<file path="src/rtl/ns_time_counter.sv">
module ns_time_counter #(
  parameter int CNT_W   = 64,
  parameter int DW      = 32,
  parameter int AW      = 3,
  parameter int DEF_W   = 4,
  parameter int COMP_W  = 12,
  parameter int BURST_W = 24,
  parameter int SLOW_W  = 32
) (
  input  logic             clk,
  input  logic             rst_n,
  input  logic             reg_wr,
  input  logic             reg_rd,
  input  logic [AW-1:0]    reg_addr,
  input  logic [DW-1:0]    reg_wdata,
  output logic [DW-1:0]    reg_rdata,
  input  logic             wrap_req,
  output logic [CNT_W-1:0] count_o,
  output logic             ovf_o
);
  localparam int HI_W     = CNT_W - DW;
  localparam int DEF_LSB  = 4;
  localparam int DEF_MSB  = DEF_LSB + DEF_W - 1;
  localparam int COMP_LSB = DEF_MSB + 1;
  localparam int COMP_MSB = COMP_LSB + COMP_W - 1;
  localparam logic [AW-1:0] A_CTRL  = AW'(0);
  localparam logic [AW-1:0] A_STAT  = AW'(1);
  localparam logic [AW-1:0] A_BURST = AW'(2);
  localparam logic [AW-1:0] A_SLOW  = AW'(3);
  localparam logic [AW-1:0] A_LO    = AW'(4);
  localparam logic [AW-1:0] A_HI    = AW'(5);

  logic               en;
  logic [DEF_W-1:0]   def_inc;
  logic [COMP_W-1:0]  comp_inc;
  logic [BURST_W-1:0] burst_cnt;
  logic [SLOW_W-1:0]  slow_reload, slow_cnt;
  logic [HI_W-1:0]    hi_stage, hi_snap;
  logic [CNT_W-1:0]   count, step;
  logic [CNT_W:0]     sum;
  logic [DW-1:0]      ctrl_word;
  logic               slow_hit, use_comp;

  wire wr_ctrl  = reg_wr && (reg_addr == A_CTRL);
  wire wr_stat  = reg_wr && (reg_addr == A_STAT);
  wire wr_burst = reg_wr && (reg_addr == A_BURST);
  wire wr_slow  = reg_wr && (reg_addr == A_SLOW);
  wire wr_lo    = reg_wr && (reg_addr == A_LO);
  wire wr_hi    = reg_wr && (reg_addr == A_HI);
  wire tick     = en && !wrap_req && !wr_lo;

  assign slow_hit = en && (slow_reload != '0) && (slow_cnt == '0);
  assign use_comp = (burst_cnt != '0) || slow_hit;
  assign step     = use_comp ? CNT_W'(comp_inc) : CNT_W'(def_inc);
  assign sum      = {1'b0, count} + {1'b0, step};
  assign count_o  = count;

  always_comb begin
    ctrl_word = '0;
    ctrl_word[0] = en;
    ctrl_word[DEF_MSB:DEF_LSB] = def_inc;
    ctrl_word[COMP_MSB:COMP_LSB] = comp_inc;
  end

  always_ff @(posedge clk or negedge rst_n) begin
    if (!rst_n) begin
      en <= 1'b0;
      def_inc <= '0;
      comp_inc <= '0;
      hi_stage <= '0;
    end else begin
      if (wr_ctrl) begin
        en <= reg_wdata[0];
        def_inc <= reg_wdata[DEF_MSB:DEF_LSB];
        comp_inc <= reg_wdata[COMP_MSB:COMP_LSB];
      end
      if (wr_hi) hi_stage <= reg_wdata[HI_W-1:0];
    end
  end

  always_ff @(posedge clk or negedge rst_n) begin
    if (!rst_n) begin
      count <= '0;
      ovf_o <= 1'b0;
    end else begin
      if (wrap_req)   count <= '0;
      else if (wr_lo) count <= {hi_stage, reg_wdata};
      else if (en)    count <= sum[CNT_W-1:0];
      if (wrap_req || (tick && sum[CNT_W])) ovf_o <= 1'b1;
      else if (wr_stat && reg_wdata[0])     ovf_o <= 1'b0;
    end
  end

  always_ff @(posedge clk or negedge rst_n) begin
    if (!rst_n) burst_cnt <= '0;
    else if (wr_burst) burst_cnt <= reg_wdata[BURST_W-1:0];
    else if (en && burst_cnt != '0) burst_cnt <= burst_cnt - 1'b1;
  end

  always_ff @(posedge clk or negedge rst_n) begin
    if (!rst_n) begin
      slow_reload <= '0;
      slow_cnt <= '0;
    end else if (wr_slow) begin
      slow_reload <= reg_wdata[SLOW_W-1:0];
      slow_cnt <= (reg_wdata[SLOW_W-1:0] == '0) ? '0 : reg_wdata[SLOW_W-1:0] - 1'b1;
    end else if (en && slow_reload != '0) begin
      slow_cnt <= (slow_cnt == '0) ? slow_reload - 1'b1 : slow_cnt - 1'b1;
    end
  end

  always_ff @(posedge clk or negedge rst_n) begin
    if (!rst_n) begin
      reg_rdata <= '0;
      hi_snap <= '0;
    end else if (reg_rd) begin
      case (reg_addr)
        A_CTRL:  reg_rdata <= ctrl_word;
        A_STAT:  reg_rdata <= DW'(ovf_o);
        A_BURST: reg_rdata <= DW'(burst_cnt);
        A_SLOW:  reg_rdata <= DW'(slow_reload);
        A_LO: begin
          reg_rdata <= count[DW-1:0];
          hi_snap <= count[CNT_W-1:DW];
        end
        A_HI:    reg_rdata <= DW'(hi_snap);
        default: reg_rdata <= '0;
      endcase
    end
  end
endmodule

</file>
<file path="config.mk">
export PLATFORM = sky130hd
export DESIGN_NAME = ns_time_counter
export DESIGN_NICKNAME = d
export VERILOG_FILES = /design/src/rtl/ns_time_counter.sv
export SDC_FILE = /design/constraint.sdc
export NUM_CORES = 1
export LEC_CHECK = 0
export BUFFER_PORTS_ARGS = -buffer_cell sky130_fd_sc_hd__buf_2
export CAP_MARGIN = 20
export CELL_PAD_IN_SITES_DETAIL_PLACEMENT = 0
export CELL_PAD_IN_SITES_GLOBAL_PLACEMENT = 1
export CORE_MARGIN = 5
export CORE_UTILIZATION = 40
export CTS_CLUSTER_DIAMETER = 30
export DETAILED_ROUTE_END_ITERATION = 12
export PLACE_DENSITY_LB_ADDON = 0.1
export SLEW_MARGIN = 20
export SYNTH_ARGS = -nofsm -noshare
export SYNTH_HDL_FRONTEND = slang
export SYNTH_SLANG_ARGS = --single-unit
</file>
<file path="constraint.sdc">
create_clock -name clk -period 5.7 [get_ports clk]
set_input_delay 1.14 -clock clk [delete_from_list [all_inputs] [get_ports clk]]
set_output_delay 1.14 -clock clk [all_outputs]
set_load 0.005 [all_outputs]
</file>
-- Yosys cells after proc, flatten, opt, wreduce, memory -nomap -nowiden
Cells that the tools add are included.
- output and inout port bits: 97
- register bits after elaboration: 266
- logic and storage cells: 61
- equality and inequality tests: 5
- reductions and logical operators: 27
- mux-type cells: 13
- $add $sub $neg: 5
- operators with widths (operator ; count):
    64-bit two-way mux ; 3
    32-bit case mux with 6 select lines ; 1
    32-bit two-way mux ; 4
    32-bit by 1-bit subtractor with 32-bit output, second input constant ; 3
    64-bit by 12-bit adder with 65-bit output ; 1
    32-bit logical NOT ; 2
    24-bit two-way mux ; 2
    32-bit nonzero test ; 1
    24-bit nonzero test ; 1
    24-bit by 1-bit subtractor with 24-bit output, second input constant ; 1
    1-bit logical AND ; 13
    12-bit two-way mux ; 1
    3-bit by 2-bit equality test with 1-bit output, second input constant ; 2
    3-bit equality test, second input constant ; 2
    2-bit nonzero test ; 3
    3-bit by 1-bit equality test with 1-bit output, second input constant ; 1
    3-bit logical NOT ; 1
    3-bit nonzero test ; 1
    1-bit logical NOT ; 2
    1-bit logical OR ; 2
    1-bit two-way mux ; 2
    2-bit AND reduction ; 1

-- Depth between registers and ports, before layout
Gate-level depths: netlist of run 1.
- depth after elaboration: 9
- gate-level depth with buffers: 16
- mapped depth without buffers: 16

-- Worst setup path before layout of run 1
No wires, ideal clock.
- kind: flip-flop to flip-flop
- start: register burst_cnt[8]
- end: register count[63], in the netlist count_o[63]
- slack: 0.977 ns
- stages on the path, launching flop included: 15
- period minus slack after synthesis: 4.723 ns
- data arrival time: 4.629 ns
- required time: 5.606 ns
- path buffers: 1
- library setup time: 0.094 ns
- path through: dfrtp_1 -> or3_1 -> or4_1 -> or3_1 -> a211oi_1 -> buf_2 -> mux2_2 -> ha_1 -> nand2_1 -> o211ai_1 -> nand4_1 -> a2111oi_4 -> nand4b_1 -> xor2_1 -> a211oi_1
- word-level cells in the longest chain between the ends: 7
- RTL lines (what ; RTL line ; text):
    from (decl) ; 36 ; logic [BURST_W-1:0] burst_cnt;
    from (signal assigned) ; 96 ; else if (wr_burst) burst_cnt <= reg_wdata[BURST_W-1:0];
    from (signal assigned) ; 97 ; else if (en && burst_cnt != '0) burst_cnt <= burst_cnt - 1'b1;
    24-bit nonzero test ; 53 ; assign use_comp = (burst_cnt != '0) || slow_hit;
    1-bit logical OR ; 53 ;
    12-bit two-way mux ; 54 ; assign step = use_comp ? CNT_W'(comp_inc) : CNT_W'(def_inc);
    64-bit by 12-bit adder with 65-bit output ; 55 ; assign sum = {1'b0, count} + {1'b0, step};
    64-bit two-way mux ; 88 ; else if (en) count <= sum[CNT_W-1:0];
    64-bit two-way mux ; 87 ; else if (wr_lo) count <= {hi_stage, reg_wdata};
    64-bit two-way mux ; 86 ; if (wrap_req) count <= '0;
    to (signal assigned) ; 87 ;
    to (signal assigned) ; 88 ;
    to (decl) ; 39 ; logic [CNT_W-1:0] count, step;
No other way between the ends. The select of a mux whose other input is x is not followed.
A chain may end at the register's enable or synchronous reset.

-- Worst setup path in the final report of run 1
- start: register burst_cnt[8]
- end: register count[62], in the netlist count_o[62]
The elaborated chain is that of the path after synthesis.

==> results of run 1 <==
[kinds of logic after synthesis]
| logic type | share of synthesized area |
|---|---|
| AOI/OAI and AO/OA | 0.170 |
| DFF | 0.431 |
| adders and majority gates | 0.0143 |
| xor gates and xnor gates | 0.0595 |
| buffers and inverters | 0.0405 |
| and+or+nand+nor | 0.194 |
| muxes | 0.0909 |
[per-stage QoR]
step | hold slack (ns) | cell area [sq um]
CTS | 0.495 | 19500
detailed placement | 0.476 | 16700
floorplan | 0.451 | 15500
finish | 0.495 | 19500
global route | 0.518 | 19500
global placement | 0.465 | 16700
[placed cells by master (no fill, tap or decap), types with 12 or more instances in the layout]
| cell | n |
|---|---|
| sky130_fd_sc_hd__a211oi_1 | 67 |
| sky130_fd_sc_hd__a21oi_1 | 76 |
| sky130_fd_sc_hd__a221oi_1 | 21 |
| sky130_fd_sc_hd__a22oi_1 | 15 |
| sky130_fd_sc_hd__a31oi_1 | 13 |
| sky130_fd_sc_hd__and3_1 | 19 |
| sky130_fd_sc_hd__buf_2 | 135 |
| sky130_fd_sc_hd__buf_4 | 31 |
| sky130_fd_sc_hd__bufinv_16 | 18 |
| sky130_fd_sc_hd__clkbuf_16 | 75 |
| sky130_fd_sc_hd__clkbuf_8 | 12 |
| sky130_fd_sc_hd__dfrtp_1 | 266 |
| sky130_fd_sc_hd__ha_1 | 16 |
| sky130_fd_sc_hd__inv_1 | 48 |
| sky130_fd_sc_hd__mux2_2 | 96 |
| sky130_fd_sc_hd__mux2i_1 | 30 |
| sky130_fd_sc_hd__nand2_1 | 217 |
| sky130_fd_sc_hd__nand3_1 | 33 |
| sky130_fd_sc_hd__nand4_1 | 15 |
| sky130_fd_sc_hd__nor2_1 | 168 |
| sky130_fd_sc_hd__nor2b_1 | 12 |
| sky130_fd_sc_hd__nor3_1 | 49 |
| sky130_fd_sc_hd__nor4_1 | 21 |
| sky130_fd_sc_hd__o211ai_1 | 14 |
| sky130_fd_sc_hd__o21ai_0 | 81 |
| sky130_fd_sc_hd__o22ai_1 | 34 |
| sky130_fd_sc_hd__or3_1 | 36 |
| sky130_fd_sc_hd__or4_1 | 18 |
| sky130_fd_sc_hd__xnor2_1 | 58 |
| sky130_fd_sc_hd__xor2_1 | 47 |
[state kept, by name, summed over array words and instances (netlist names), 4 cells and up]
signal,cells
burst_cnt,24
comp_inc,12
count_o,64
def_inc,4
hi_snap,32
hi_stage,32
reg_rdata,32
slow_cnt,32
slow_reload,32
[final cells by class]
cell class / instances / share of cell area
repair buffers: 169 / 0.0495
multi-input cells: 1281 / 0.422
clock buffers: 91 / 0.106
clock inverters: 42 / 0.0384
inverters: 48 / 0.00926
flip-flops and latches: 266 / 0.342
diodes: 1 / 0.000129
well taps: 518 / 0.0333
[power by group through the flow]
stage / Combinational (mW) / Clock [mW] / Sequential (mW)
2_1_floorplan: 1.01 / 0 / 2.52
3_3_place_gp: 1.43 / 0 / 2.68
3_5_place_dp: 1.45 / 0 / 2.68
4_1_cts: 1.46 / 4.70 / 2.66
5_1_grt: 1.62 / 4.82 / 2.72
6_report: 1.47 / 4.66 / 2.67
[critical path, delay by kind of cell, from the launching register on]
kind | cells | cell delay, ns
compound gates | 5 | 1.59
simple gates | 5 | 2.07
buf+inv | 2 | 0.31
flops | 1 | 0.39
xor+xnor | 1 | 0.10
mux | 1 | 0.18
fa+ha+maj | 2 | 0.56
[final timing paths]
check | endpoint | slack (ns) | cells after the start
max | count_o[62]$_DFFE_PN0P_ | 0.42 | 16
min | hi_stage[1]$_DFFE_PN0P_ | 0.50 | 2
max in group asynchronous | hi_stage[25]$_DFFE_PN0P_ | 3.76 | 2
min in group asynchronous | count_o[59]$_DFFE_PN0P_ | 0.59 | 1
min reg2reg | hi_stage[1]$_DFFE_PN0P_ | 0.50 | 2
max reg2reg | count_o[62]$_DFFE_PN0P_ | 0.42 | 16
[layer usage]
metal | global-route usage | up-vias | wire (um)
li1 | - | 6457 | -
met1 | 0.384 | 7079 | 26400
met2 | 0.441 | 535 | 28100
met3 | 0.0481 | 89 | 3640
met4 | 0.0979 | 0 | 1680
met5 | 0 | - | 0
==> impl_metrics.prom, run 1 <==
# TYPE chip_impl_metric gauge
chip_impl_metric{name="clkLatencyLatePin",unit="ns"} 0.58
chip_impl_metric{name="upper_clock_frequency_limit",unit="MHz"} 189
chip_impl_metric{name="area_growth",unit="%"} 25.9
chip_impl_metric{name="switching_share",unit=""} 0.293
chip_impl_metric{name="cts_num_sinks",unit=""} 266
chip_impl_metric{name="post-route-drc-count",unit=""} 0
chip_impl_metric{name="globalRouteTotalUtil",unit=""} 0.278
chip_impl_metric{name="synthesis.area",unit="sq um"} 15500
chip_impl_metric{name="ys_seq_area_frac",unit=""} 0.431
chip_impl_metric{name="post_cts_resize_count",unit=""} 0
chip_impl_metric{name="critical_path_arrival",unit="ns"} 5.76
chip_impl_metric{name="combinationalPowerShare",unit=""} 0.167
chip_impl_metric{name="num-fill-cells",unit=""} 3643
chip_impl_metric{name="floorplan.die_area",unit="sq um"} 42700
chip_impl_info{name="startpoint_type",value="flip-flop"} 1
chip_impl_metric{name="multi_input_area",unit="sq um"} 8200
chip_impl_metric{name="drive_above_1_share",unit=""} 0.219
chip_impl_metric{name="setup_ws_post_layout",unit="ns"} 0.420
chip_impl_info{name="worstSetupPathType",value="reg -> reg"} 1
chip_impl_metric{name="synth_nets",unit=""} 1762
chip_impl_metric{name="worst_setup_hold_path_clk_slew",unit="ns"} 0.04
chip_impl_info{name="synth_most_common_cell",value="sky130_fd_sc_hd__dfrtp_1"} 1
chip_impl_metric{name="numPortBuffers",unit=""} 136
chip_impl_metric{name="grt_antenna_before_repair",unit=""} 0
chip_impl_metric{name="gr-total-overflow",unit=""} 0
chip_impl_info{name="slowest_stage",value="sky130_fd_sc_hd__or4_1"} 1
chip_impl_metric{name="drtAntennaViolNets",unit=""} 0
chip_impl_metric{name="holdBufCountCts",unit=""} 0
chip_impl_metric{name="grt_max_degree",unit=""} 114
chip_impl_metric{name="critical_path_required",unit="ns"} 6.18
chip_impl_info{name="critPathLaunch",value="burst_cnt[8]$_DFFE_PN0P_"} 1
chip_impl_metric{name="yosys.area.top_type_share",unit=""} 0.431
chip_impl_info{name="worstPathCellList",value="or3_1, or4_1, or3_1, a211oi_1, buf_4, mux2_2, ha_1, inv_1, fa_1, nand3b_1, a31oi_1, o211a_1, o2111ai_1, nor3_1, xnor2_1, a211oi_1"} 1
chip_impl_metric{name="setup_skew_after_layout",unit="ns"} 0.0356
chip_impl_metric{name="power.switching",unit="mW"} 2.58
chip_impl_metric{name="ioPinCount",unit=""} 137
chip_impl_info{name="post_synth_top_area_cell",value="sky130_fd_sc_hd__dfrtp_1"} 1
chip_impl_metric{name="internal_power",unit="mW"} 6.22
chip_impl_metric{name="first_pass_grt_wire_length",unit="mm"} 89.5
chip_impl_info{name="crit-reg2reg-launch",value="burst_cnt[8]$_DFFE_PN0P_"} 1
chip_impl_info{name="synth_top_cells_by_count",value="266 x sky130_fd_sc_hd__dfrtp_1, 217 x sky130_fd_sc_hd__nand2_1, 170 x sky130_fd_sc_hd__nor2_1, 96 x sky130_fd_sc_hd__mux2_2, 89 x sky130_fd_sc_hd__clkbuf_1"} 1
chip_impl_metric{name="routabilityCongestion",unit=""} 0.848
chip_impl_info{name="synth_ff_type",value="sky130_fd_sc_hd__dfrtp_1"} 1
chip_impl_metric{name="die-width",unit="um"} 207
chip_impl_metric{name="postSynthAreaPerCell",unit="sq um"} 9.06
chip_impl_metric{name="first_global_vias",unit=""} 13868
chip_impl_metric{name="drt_total_wl",unit="mm"} 59.8
chip_impl_metric{name="synth_seq_cells",unit=""} 266
chip_impl_metric{name="vias",unit=""} 14160
chip_impl_metric{name="detail_route.vias_per_cell",unit=""} 5.86
chip_impl_metric{name="stdcell_count",unit=""} 2416
chip_impl_metric{name="relSlewSlack",unit=""} 0.339
chip_impl_metric{name="synth_enable_flop_cells",unit=""} 0
chip_impl_metric{name="p_total",unit="mW"} 8.81
chip_impl_metric{name="placementRows",unit=""} 72
chip_impl_metric{name="seq_power_share",unit=""} 0.304
chip_impl_metric{name="layout.core_utilization",unit=""} 0.506
chip_impl_info{name="rsz0062_at_grt",value="false"} 1
chip_impl_metric{name="detail_route.iter0.violations",unit=""} 1097
chip_impl_metric{name="tns",unit="ns"} 0
chip_impl_metric{name="die_height",unit="um"} 207
chip_impl_metric{name="dp_worst_setup_slack",unit="ns"} 0.457
chip_impl_metric{name="final_min_period_over_clock_period",unit=""} 0.926
chip_impl_metric{name="cellPowerDensity",unit="nW/um^2"} 453
chip_impl_metric{name="maximum_ir_drop_on_the_vdd_rail",unit="mV"} 0.295
chip_impl_metric{name="regArea",unit="sq um"} 6660
chip_impl_metric{name="routed_wire_length_per_instance",unit="um"} 24.8
chip_impl_metric{name="worstMarginPinSlew",unit="ns"} 0.988
chip_impl_metric{name="synth_async_sr_flop_share",unit=""} 1.00
chip_impl_metric{name="dp.cells",unit=""} 2282
chip_impl_info{name="ctsRootBufferMaster",value="sky130_fd_sc_hd__clkbuf_16"} 1
chip_impl_metric{name="numCtsBuffers",unit=""} 72
chip_impl_metric{name="core-area",unit="sq um"} 38500
chip_impl_info{name="crit_path_end_kind",value="flip-flop"} 1
chip_impl_metric{name="yosysWarnings",unit=""} 0
chip_impl_info{name="worstHoldStart",value="hi_stage[1]$_DFFE_PN0P_"} 1
chip_impl_metric{name="max-clock-path-buffers",unit=""} 3
chip_impl_metric{name="syn_inst",unit=""} 1705
chip_impl_metric{name="place.detailed.hpwl",unit="mm"} 42.5
chip_impl_metric{name="cts-htree-levels",unit=""} 3
chip_impl_metric{name="library_cells_used_by_synthesis",unit=""} 70
chip_impl_metric{name="timing.final.hold_violations",unit=""} 0
chip_impl_info{name="run_status",value="completed"} 1
chip_impl_metric{name="drtPass1Iterations",unit=""} 5
chip_impl_metric{name="p_leak",unit="nW"} 8.34
chip_impl_metric{name="fin_nets",unit=""} 1895
chip_impl_metric{name="initial_utilization",unit=""} 0.402
chip_impl_metric{name="clock_power_share",unit=""} 0.530
chip_impl_info{name="worstHoldPathType",value="reg -> reg"} 1
chip_impl_metric{name="timing_max_transition_violations_final",unit=""} 0
chip_impl_metric{name="setup-violations-final",unit=""} 0
chip_impl_info{name="tritoncts_clock_tree",value="done"} 1
chip_impl_info{name="synthTopCellsByArea",value="sky130_fd_sc_hd__dfrtp_1 43%, sky130_fd_sc_hd__mux2_2 7.0%, sky130_fd_sc_hd__nand2_1 5.3%, sky130_fd_sc_hd__nor2_1 4.1%, sky130_fd_sc_hd__xnor2_1 3.3%"} 1
chip_impl_metric{name="post-cts-setup-buffer-count",unit=""} 0
chip_impl_metric{name="finalCriticalPeriod",unit="ns"} 5.28
chip_impl_metric{name="cpPeakStageDelay",unit="ns"} 0.59
chip_impl_metric{name="worstPathMaxFanout",unit=""} 12
chip_impl_metric{name="total_of_max_cap_violations",unit=""} 0
No activity file was read; power rests on OpenSTA's default activity.
==> inputs of run 2 (changes only) <==
--- a/config.mk
+++ b/config.mk
@@ -10,7 +10,7 @@
 export CELL_PAD_IN_SITES_DETAIL_PLACEMENT = 0
 export CELL_PAD_IN_SITES_GLOBAL_PLACEMENT = 1
 export CORE_MARGIN = 5
-export CORE_UTILIZATION = 40
+export CORE_UTILIZATION = 47
 export CTS_CLUSTER_DIAMETER = 30
 export DETAILED_ROUTE_END_ITERATION = 12
 export PLACE_DENSITY_LB_ADDON = 0.1
==> run 2 against run 1 <==
  * Die area fell by 14%
  * First-iteration DRC count rose by 15%
  * Count of clock-buffer cells in the layout rose by 11
  * Sequential power barely moved
  * Via count rose by 2.5%
  * Core utilization rose by 8.9 points
  * Combinational power barely moved
==> impl_metrics.prom, run 2 (synthesis results as in run 1) <==
# TYPE chip_impl_metric gauge
chip_impl_metric{name="critical_path_cell_count",unit=""} 16
chip_impl_info{name="most_frequent_standard_cell_in_the_layout_excluding_fill_and_tap_cells",value="sky130_fd_sc_hd__dfrtp_1"} 1
chip_impl_info{name="rsz0062_at_grt",value="false"} 1
chip_impl_metric{name="post-route-drc-count",unit=""} 0
chip_impl_metric{name="cpPeakStageDelay",unit="ns"} 0.58
chip_impl_metric{name="ioPinCount",unit=""} 137
chip_impl_metric{name="core-area",unit="sq um"} 32500
chip_impl_metric{name="drt_total_wl",unit="mm"} 57.2
chip_impl_metric{name="placementRows",unit=""} 66
chip_impl_metric{name="final_min_period_over_clock_period",unit=""} 0.922
chip_impl_metric{name="cellPowerDensity",unit="nW/um^2"} 453
chip_impl_metric{name="worstPathMaxFanout",unit=""} 12
chip_impl_metric{name="holdBufCountCts",unit=""} 0
chip_impl_metric{name="numCtsBuffers",unit=""} 76
chip_impl_metric{name="grt_max_degree",unit=""} 121
chip_impl_metric{name="vias",unit=""} 14519
chip_impl_metric{name="gr-total-overflow",unit=""} 0
chip_impl_info{name="critPathLaunch",value="burst_cnt[8]$_DFFE_PN0P_"} 1
chip_impl_metric{name="cts-htree-levels",unit=""} 3
chip_impl_info{name="reg2reg_to",value="count_o[58]$_DFFE_PN0P_"} 1
chip_impl_metric{name="stdcell_area",unit="sq um"} 19400
chip_impl_metric{name="finalCriticalPeriod",unit="ns"} 5.25
chip_impl_metric{name="die-width",unit="um"} 191
chip_impl_info{name="most-common-layout-cells",value="266 x sky130_fd_sc_hd__dfrtp_1, 217 x sky130_fd_sc_hd__nand2_1, 168 x sky130_fd_sc_hd__nor2_1"} 1
chip_impl_metric{name="p_leak",unit="nW"} 8.35
chip_impl_info{name="worstSetupEndpoint",value="count_o[58]$_DFFE_PN0P_"} 1
chip_impl_metric{name="post_cts_resize_count",unit=""} 0
chip_impl_metric{name="critical_path_required",unit="ns"} 6.17
chip_impl_metric{name="max_reg_flops",unit=""} 64
chip_impl_metric{name="total_of_max_cap_violations",unit=""} 0
chip_impl_metric{name="routed_wire_length_per_instance",unit="um"} 24.4
chip_impl_metric{name="hold-path-cell-count",unit=""} 2
chip_impl_metric{name="regArea",unit="sq um"} 6660
chip_impl_metric{name="area_growth",unit="%"} 25.3
chip_impl_metric{name="die_height",unit="um"} 191
chip_impl_info{name="worstHoldPathType",value="reg -> reg"} 1
chip_impl_info{name="ctsRootBufferMaster",value="sky130_fd_sc_hd__clkbuf_16"} 1
chip_impl_metric{name="cts_num_sinks",unit=""} 266
chip_impl_metric{name="worstMarginPinSlew",unit="ns"} 1.07
chip_impl_metric{name="clkLatencyLatePin",unit="ns"} 0.57
chip_impl_metric{name="max-clock-path-buffers",unit=""} 3
chip_impl_metric{name="timing_max_transition_violations_final",unit=""} 0
chip_impl_metric{name="fin_nets",unit=""} 1899
chip_impl_metric{name="first_pass_grt_wire_length",unit="mm"} 88.0
chip_impl_metric{name="worstRegToRegCells",unit=""} 16
chip_impl_metric{name="setup-violations-final",unit=""} 0
chip_impl_info{name="slowest_stage",value="sky130_fd_sc_hd__or4_1"} 1
chip_impl_metric{name="relSlewSlack",unit=""} 0.287
chip_impl_info{name="crit_family",value="simple AND/OR/NAND/NOR gates"} 1
chip_impl_metric{name="drtAntennaViolNets",unit=""} 0
chip_impl_info{name="tritoncts_clock_tree",value="done"} 1
chip_impl_metric{name="post-cts-setup-buffer-count",unit=""} 0
chip_impl_metric{name="detail_route.vias_per_cell",unit=""} 6.19
chip_impl_metric{name="globalRouteTotalUtil",unit=""} 0.314
chip_impl_metric{name="placedInstanceArea",unit="sq um"} 16500
chip_impl_metric{name="drive_above_1_share",unit=""} 0.219
chip_impl_metric{name="place.detailed.hpwl",unit="mm"} 40.3
chip_impl_metric{name="critPathBufInv",unit=""} 2
chip_impl_metric{name="multi_input_area",unit="sq um"} 8210
chip_impl_metric{name="upper_clock_frequency_limit",unit="MHz"} 190
chip_impl_info{name="run_status",value="completed"} 1
chip_impl_metric{name="numPortBuffers",unit=""} 136
chip_impl_info{name="worstSetupPathType",value="reg -> reg"} 1
chip_impl_metric{name="first_global_vias",unit=""} 14320
chip_impl_info{name="startpoint_type",value="flip-flop"} 1
chip_impl_metric{name="drtPass1Iterations",unit=""} 6
chip_impl_metric{name="critical_path_arrival",unit="ns"} 5.72
chip_impl_info{name="crit_path_end_kind",value="flip-flop"} 1
chip_impl_metric{name="detail_route.iter0.violations",unit=""} 1259
chip_impl_metric{name="setup_skew_after_layout",unit="ns"} 0.0215
chip_impl_metric{name="maximum_ir_drop_on_the_vdd_rail",unit="mV"} 0.295
chip_impl_info{name="crit-reg2reg-launch",value="burst_cnt[8]$_DFFE_PN0P_"} 1
chip_impl_metric{name="grt_antenna_before_repair",unit=""} 0
chip_impl_metric{name="initial_utilization",unit=""} 0.475
chip_impl_metric{name="floorplan.die_area",unit="sq um"} 36600
chip_impl_metric{name="num-fill-cells",unit=""} 2941
chip_impl_metric{name="routabilityCongestion",unit=""} 0.904
chip_impl_metric{name="worst_setup_hold_path_clk_slew",unit="ns"} 0.04
chip_impl_metric{name="timing.final.hold_violations",unit=""} 0
chip_impl_metric{name="tns",unit="ns"} 0
chip_impl_metric{name="r2r_slack",unit="ns"} 0.45
chip_impl_info{name="worstPathCellList",value="or3_1, or4_1, or3_1, a211oi_1, buf_4, mux2_2, ha_1, inv_1, fa_1, nand3b_1, a31oi_1, o211a_1, o2111ai_1, nor3_1, xnor2_1, a211oi_1"} 1
[run 2: cell types whose count changed in the layout (fill, tap and decap cells not counted), moves of 3 or more]
cell	previous run	this run
sky130_fd_sc_hd__clkbuf_16	75	81
sky130_fd_sc_hd__clkbuf_1	4	7
sky130_fd_sc_hd__bufinv_16	18	14
sky130_fd_sc_hd__clkinvlp_4	7	2
sky130_fd_sc_hd__clkinv_4	3	9
[run 2: how the worst min path moves through the flow]
stage,from,end,slack [ns]
final,hi_stage[0]$_DFFE_PN0P_,hi_stage[0]$_DFFE_PN0P_,0.48
after global routing,hi_stage[1]$_DFFE_PN0P_,hi_stage[1]$_DFFE_PN0P_,0.50
after CTS,hi_stage[0]$_DFFE_PN0P_,hi_stage[0]$_DFFE_PN0P_,0.48
after detailed placement,hi_stage[0]$_DFFE_PN0P_,hi_stage[0]$_DFFE_PN0P_,0.47
after global placement,hi_stage[0]$_DFFE_PN0P_,hi_stage[0]$_DFFE_PN0P_,0.47
after floorplan,hi_stage[0]$_DFFE_PN0P_,hi_stage[0]$_DFFE_PN0P_,0.45
[run 2: area by class of cell]
| type | count | share of cell area |
|---|---|---|
| clock buffers | 102 | 0.116 |
| diodes | 1 | 0.000129 |
| multi-input cells | 1281 | 0.424 |
| well taps | 442 | 0.0286 |
| repair buffers | 169 | 0.0485 |
| flip-flops and latches | 266 | 0.344 |
| clock inverters | 36 | 0.0298 |
| inverters | 48 | 0.00931 |
[run 2: layer usage]
layer / wire [um] / part of all wire / global-route usage / vias to the layer above
met4: 2130 / 0.037 / 0.115 / 0
li1: - / - / - / 6503
met2: 26400 / 0.46 / 0.495 / 603
met5: 0 / 0 / 0 / -
met3: 3790 / 0.066 / 0.0513 / 139
met1: 24800 / 0.43 / 0.440 / 7274
[run 2: tightest hold or removal path, delay by kind of cell, from the launching register on]
kind	cells	cell delay, ns
flip-flops	1	0.34
AO/OA/AOI/OAI	1	0.06
AND/OR/NAND/NOR	1	0.05
[run 2: metrics by stage]
stage          std cells  hold WS, ns  setup WS [ns]  utilization  power (mW)
2_1_floorplan       1705        0.451          0.977            -        3.53
3_3_place_gp        2205        0.465          0.593        0.508        4.07
3_5_place_dp        2205        0.472          0.509        0.508        4.10
4_1_cts             2343        0.483          0.478        0.595        8.78
5_1_grt             2344        0.503          0.113        0.595        9.11
6_report            2345        0.479          0.446        0.595        8.76
[run 2: report_power, final]
group          internal, mW  total [mW]  switching [mW]  leakage [nW]
combinational         0.621        1.45           0.832          3.56
clock                  3.37        4.64            1.27          1.39
sequential             2.23        2.67           0.438          3.41
